==> src/rtl/bdpm_pkg.sv <==
package bdpm_pkg;

    // Consecutive conflict losses suffered by port 1.
    typedef enum logic [1:0] {
        LOSS_NONE = 2'd0,
        LOSS_ONE  = 2'd1,
        LOSS_TWO  = 2'd2
    } p1_loss_e;

endpackage

==> src/rtl/bdpm_bank.sv <==
module bdpm_bank #(
    parameter int ROWS = 16,
    parameter int DW   = 16,
    parameter int RW   = 4
) (
    input  logic          clk,
    input  logic          en,
    input  logic          we,
    input  logic [RW-1:0] row,
    input  logic [DW-1:0] wdata,
    output logic [DW-1:0] rdata
);

    logic [DW-1:0] store [ROWS];
    logic [DW-1:0] rd_q;

    // Single port: one read or one write per cycle.
    always_ff @(posedge clk) begin
        if (en) begin
            if (we) begin
                store[row] <= wdata;
            end else begin
                rd_q <= store[row];
            end
        end
    end

    assign rdata = rd_q;

endmodule

==> src/rtl/bdpm_arb.sv <==
module bdpm_arb
    import bdpm_pkg::*;
#(
    parameter int BB = 2
) (
    input  logic          v0,
    input  logic          v1,
    input  logic [BB-1:0] bank0,
    input  logic [BB-1:0] bank1,
    input  p1_loss_e      loss_q,
    output logic          rdy0,
    output logic          rdy1,
    output logic          conflict,
    output p1_loss_e      loss_d
);

    logic p1_turn;

    always_comb begin
        conflict = v0 && v1 && (bank0 == bank1);
        p1_turn  = conflict && (loss_q == LOSS_TWO);
        rdy0     = !p1_turn;
        rdy1     = !(conflict && !p1_turn);
        loss_d   = LOSS_NONE;
        if (conflict && !p1_turn) begin
            loss_d = (loss_q == LOSS_NONE) ? LOSS_ONE : LOSS_TWO;
        end
    end

endmodule

==> src/rtl/bdpm_rd_xbar.sv <==
module bdpm_rd_xbar #(
    parameter int NBANK = 4,
    parameter int DW    = 16,
    parameter int BB    = 2
) (
    input  logic [NBANK-1:0][DW-1:0] bank_rdata,
    input  logic [BB-1:0]            sel0,
    input  logic [BB-1:0]            sel1,
    output logic [DW-1:0]            rdata0,
    output logic [DW-1:0]            rdata1
);

    assign rdata0 = bank_rdata[sel0];
    assign rdata1 = bank_rdata[sel1];

endmodule

==> src/rtl/banked_dp_mem.sv <==
module banked_dp_mem
    import bdpm_pkg::*;
#(
    parameter int DEPTH   = 64,
    parameter int DW      = 16,
    parameter int NBANK   = 4,
    parameter int SEL_LSB = 1,
    parameter int CNT_W   = 16
) (
    input  logic                     clk,
    input  logic                     rst_n,
    input  logic                     p0_valid,
    output logic                     p0_ready,
    input  logic                     p0_we,
    input  logic [$clog2(DEPTH)-1:0] p0_addr,
    input  logic [DW-1:0]            p0_wdata,
    output logic                     p0_rvalid,
    output logic [DW-1:0]            p0_rdata,
    input  logic                     p1_valid,
    output logic                     p1_ready,
    input  logic                     p1_we,
    input  logic [$clog2(DEPTH)-1:0] p1_addr,
    input  logic [DW-1:0]            p1_wdata,
    output logic                     p1_rvalid,
    output logic [DW-1:0]            p1_rdata,
    input  logic                     conflict_clr,
    output logic [CNT_W-1:0]         conflict_count
);

    localparam int AW   = $clog2(DEPTH);
    localparam int BB   = $clog2(NBANK);
    localparam int RW   = AW - BB;
    localparam int ROWS = DEPTH / NBANK;
    localparam logic [AW-1:0]    LO_MASK = {AW{1'b1}} >> (AW - SEL_LSB);
    localparam logic [CNT_W-1:0] CNT_MAX = '1;

    typedef struct packed {
        p1_loss_e         loss;
        logic [CNT_W-1:0] cnt;
        logic             rv0;
        logic             rv1;
        logic [BB-1:0]    rb0;
        logic [BB-1:0]    rb1;
    } state_t;

    function automatic logic [BB-1:0] bank_of(input logic [AW-1:0] a);
        return a[SEL_LSB +: BB];
    endfunction

    function automatic logic [RW-1:0] row_of(input logic [AW-1:0] a);
        logic [AW-1:0] t;
        t = ((a >> (SEL_LSB + BB)) << SEL_LSB) | (a & LO_MASK);
        return t[RW-1:0];
    endfunction

    state_t s_d, s_q;

    logic [BB-1:0] bank0, bank1;
    logic [RW-1:0] row0, row1;
    logic          acc0, acc1, conflict;
    p1_loss_e      loss_nx;
    logic [NBANK-1:0][DW-1:0] bank_rdata;

    assign bank0 = bank_of(p0_addr);
    assign bank1 = bank_of(p1_addr);
    assign row0  = row_of(p0_addr);
    assign row1  = row_of(p1_addr);

    bdpm_arb #(.BB(BB)) u_arb (
        .v0       (p0_valid),
        .v1       (p1_valid),
        .bank0    (bank0),
        .bank1    (bank1),
        .loss_q   (s_q.loss),
        .rdy0     (p0_ready),
        .rdy1     (p1_ready),
        .conflict (conflict),
        .loss_d   (loss_nx)
    );

    assign acc0 = p0_valid && p0_ready;
    assign acc1 = p1_valid && p1_ready;

    // Per-bank request steering.
    for (genvar b = 0; b < NBANK; b++) begin : g_bank
        logic          hit0, hit1;
        logic          b_we;
        logic [RW-1:0] b_row;
        logic [DW-1:0] b_wdata;

        assign hit0    = acc0 && (bank0 == BB'(b));
        assign hit1    = acc1 && (bank1 == BB'(b));
        assign b_we    = hit1 ? p1_we    : p0_we;
        assign b_row   = hit1 ? row1     : row0;
        assign b_wdata = hit1 ? p1_wdata : p0_wdata;

        bdpm_bank #(.ROWS(ROWS), .DW(DW), .RW(RW)) u_bank (
            .clk   (clk),
            .en    (hit0 || hit1),
            .we    (b_we),
            .row   (b_row),
            .wdata (b_wdata),
            .rdata (bank_rdata[b])
        );
    end

    bdpm_rd_xbar #(.NBANK(NBANK), .DW(DW), .BB(BB)) u_xbar (
        .bank_rdata (bank_rdata),
        .sel0       (s_q.rb0),
        .sel1       (s_q.rb1),
        .rdata0     (p0_rdata),
        .rdata1     (p1_rdata)
    );

    always_comb begin
        s_d      = s_q;
        s_d.loss = loss_nx;
        s_d.rv0  = acc0 && !p0_we;
        s_d.rv1  = acc1 && !p1_we;
        if (acc0) begin
            s_d.rb0 = bank0;
        end
        if (acc1) begin
            s_d.rb1 = bank1;
        end
        if (conflict_clr) begin
            s_d.cnt = '0;
        end else if (conflict && (s_q.cnt != CNT_MAX)) begin
            s_d.cnt = s_q.cnt + 1'b1;
        end
    end

    always_ff @(posedge clk or negedge rst_n) begin
        if (!rst_n) begin
            s_q <= '{loss: LOSS_NONE, cnt: '0, rv0: 1'b0, rv1: 1'b0, rb0: '0, rb1: '0};
        end else begin
            s_q <= s_d;
        end
    end

    assign p0_rvalid      = s_q.rv0;
    assign p1_rvalid      = s_q.rv1;
    assign conflict_count = s_q.cnt;

endmodule

==> config.mk <==
export PLATFORM = sky130hd
export DESIGN_NAME = banked_dp_mem
export DESIGN_NICKNAME = d
export VERILOG_FILES = /design/src/rtl/bdpm_pkg.sv /design/src/rtl/bdpm_bank.sv /design/src/rtl/bdpm_arb.sv /design/src/rtl/bdpm_rd_xbar.sv /design/src/rtl/banked_dp_mem.sv
export SDC_FILE = /design/constraint.sdc
export NUM_CORES = 1
export LEC_CHECK = 0
export BUFFER_PORTS_ARGS = -buffer_cell sky130_fd_sc_hd__buf_2
export CAP_MARGIN = 20
export CORE_ASPECT_RATIO = 0.8
export CORE_MARGIN = 2
export CORE_UTILIZATION = 30
export CTS_CLUSTER_DIAMETER = 150
export DETAILED_ROUTE_END_ITERATION = 6
export PLACE_DENSITY = 0.4
export SLEW_MARGIN = 30
export SYNTH_ARGS = -nofsm -noshare
export SYNTH_HDL_FRONTEND = slang
export SYNTH_SLANG_ARGS = --single-unit
==> constraint.sdc <==
create_clock -name clk -period 5.25 [get_ports clk]
set_input_delay 0.525 -clock clk [delete_from_list [all_inputs] [get_ports clk]]
set_output_delay 0.525 -clock clk [all_outputs]
set_load 0.01 [all_outputs]
==> results.yml <==
status:
  status: "finished, final reports clean"
grt:
  grt_use_met2_pct: 27.3
  grt_pass1_wl_mm: 191
  met3_usage_pct: 3.62
  grt_pass1_vias: 23969
  use_met1_pct: 26.3
  grt_remaining_overflow: 0
  gr-max-usage-layer: "met2"
  gr-usage-all-layers_pct: 18.1
  grt_start_max_net_pins: 70
  antenna_found_initial: 22
place:
  dp_hpwl_mm: 90.9
  dpl_cell_area_um2: 48100
  gp_congestion: 0.884
  dp_cells: 4577
  io_buffers: 102
floorplanning:
  start_util_pct: 30.2
  fp.dieH_um: 348
  rows: 126
  ios: 103
  fp.dieW_um: 434
  design.core.area_um2: 147000
  fp.dieArea_um2: 151000
layout:
  seqCellArea_um2: 33300
  nets: 2762
  multi_input_area_um2: 10700
  final_cells: 4795
  fill_cells: 14008
  layout_commonest_cell: "edfxtp_1"
  final_cell_mix: "1088 x edfxtp_1, 505 x mux2i_1, 248 x o22ai_1"
  finalInstanceArea_um2: 51700
  syn_to_final_growth_pct: 16.4
  utilization_pct: 35.1
  drive_above_1_share_pct: 21.5
logic_synthesis:
  avgSynthCellArea_um2: 17.8
  synth-seq-area-share_pct: 74.9
  ys.flop_type: "edfxtp_1"
  ys_top_cells_by_area: "edfxtp_1 74%, mux2i_1 12%, o22ai_1 3.5%"
  ys.warnings.count: 0
  synth_top_area_share_pct: 73.5
  yosysTopAreaCell: "edfxtp_1"
  syn-num-nets: 2550
  async_reset_ff_share_pct: 2.16
  synth_edf_count: 1088
  synth.distinct_cells: 59
  synth.cell_area_um2: 44400
  synth_cells: 2498
  ys_seq_elements: 1112
clock_network:
  cts-resized-gates: 0
  clock-sinks: 1112
  clkSlewWorstSetupHoldPaths_ps: 60
  htree_num_levels: 3
  cts_tree: "yes"
  root_buffer: "clkbuf_16"
  cts_buffer_depth: 3
  numCtsBuffers: 114
  clkLatencyLatePin_ps: 740
pwr:
  vdd_drop_max_mv: 0.239
  leakagePower_nw: 17.7
  total_power_mw: 19.2
  powerDensity_nw_per_um2: 371
critical_path:
  arrival_ps: 4590
  startpoint: "s_q[23]"
  r2r-start: "s_q[23]"
  setup.worst_path.class: "reg -> reg"
  startpoint_type: "register"
  worstPathRequired_ps: 5690
  cp_max_fo: 52
  endpoint_kind: "register"
timing:
  fin_crit_sh_pct: 78.9
  final.setup_skew_ps: 26.8
  clock.fmax_mhz: 241
  fin_crit_ps: 4140
  tightestPinTransition_ps: 1040
  rsz0062_at_grt: "false"
  drv_slew: 0
  worst_slew_margin_rel_pct: 30.9
  setup_tns_ps: 0
  setup_violations: 0
  hold_violations: 0
min_path:
  hold_start: "p1_we"
  hold_class: "in -> reg"
route:
  ant_nets: 0
  first_iter_violations: 2033
  vias_per_cell: 5.03
  firstDrtPassIters: 7
  vias: 24141
  wire_per_inst_um: 28.8
  route.detailed.drc: 0
  wl_mm: 138
run:
  max_cap_violations: 0
[cells by family after synthesis]
logic type | share of synthesized area (%)
and+or+nand+nor | 3.44
adders and majority gates | 0.0282
xor gates and xnor gates | 0.369
muxes | 15.0
DFF | 74.9
AOI/OAI and AO/OA | 4.59
buffers and inverters | 1.70
[registers in the layout, indices dropped and copies added (netlist names)]
name,cells
s_q,6
conflict_count,16
p0_rvalid,1
p1_rvalid,1
g_bank.u_bank.store,1024
g_bank.u_bank.rdata,64
[power by group]
part / leakage, nW / switching [mW] / internal, mW / total [mW]
sequential: 10.2 / 0.0612 / 9.91 / 9.97
clock: 1.75 / 3.43 / 4.42 / 7.85
combinational: 5.82 / 0.908 / 0.471 / 1.38
[area by class of cell]
type / count / area share (%)
clock inverter: 51 / 0.791
inverter: 8 / 0.0581
sequential: 1112 / 64.3
multi-input combinational: 1243 / 20.7
tap: 1984 / 4.80
timing repair buffer: 231 / 3.18
antenna: 8 / 0.0387
clock buffer: 158 / 6.09
[worst paths after layout]
kind / slack (ps) / endpoint / cells past startpoint
hold reg to reg: 480 / s_q[22] / 1
max in group asynchronous: 4310 / s_q[1] / 2
min in group asynchronous: 400 / conflict_count[10] / 2
setup reg to reg: 1110 / g_bank[2].u_bank.rdata[4] / 8
hold / removal: 120 / p1_rvalid / 2
setup / recovery: 1110 / g_bank[2].u_bank.rdata[4] / 8
[cell usage after synthesis (all sizes together) (2+ instances only)]
| library cell | n |
|---|---|
| a21oi | 26 |
| o22a | 2 |
| nand3 | 26 |
| buf | 99 |
| nor3 | 13 |
| nand2 | 37 |
| nor2b | 3 |
| mux4 | 32 |
| and3 | 4 |
| xnor2 | 4 |
| or3b | 2 |
| nand4 | 4 |
| xor2 | 13 |
| o22ai | 252 |
| and4 | 2 |
| and2 | 6 |
| or2 | 7 |
| a22o | 2 |
| nand3b | 2 |
| mux2 | 71 |
| o31ai | 3 |
| clkbuf | 36 |
| or4 | 62 |
| a32o | 2 |
| edfxtp | 1088 |
| nor4 | 3 |
| mux2i | 513 |
| inv | 8 |
| dfrtp | 24 |
| o21ai | 19 |
| a31oi | 4 |
| nor2 | 110 |
| a21o | 2 |
| nand2b | 8 |
[worst max-delay path, stage by stage (launching register included)]
cell and delay [ps]:
dfrtp_1 410, nor2b_1 200, o41ai_4 870, o21ai_1 460, nand2_8 510, buf_12 390
mux2i_1 260, o22ai_1 110, or4_1 560
[routing by layer]
metal	vias up	share of wire [%]
met5	-	0.0094
met4	2	2.9
met3	205	5.9
met2	721	45
met1	12651	47
li1	10562	-
[timing repair]
item / in CTS / in global routing
hold endpoints to repair: 24 / 0
hold buffers: 1 / 0
buffers inserted: 0 / 0
[stage by stage]
stage / worst slack (ps) / hold slack, ps
6_report: 1110 / 117
3_3_place_gp: 804 / 456
3_5_place_dp: 754 / 460
4_1_cts: 1120 / 51.0
5_1_grt: 992 / 51.7
2_1_floorplan: 1530 / 229
No activity file was read; power rests on OpenSTA's default activity.
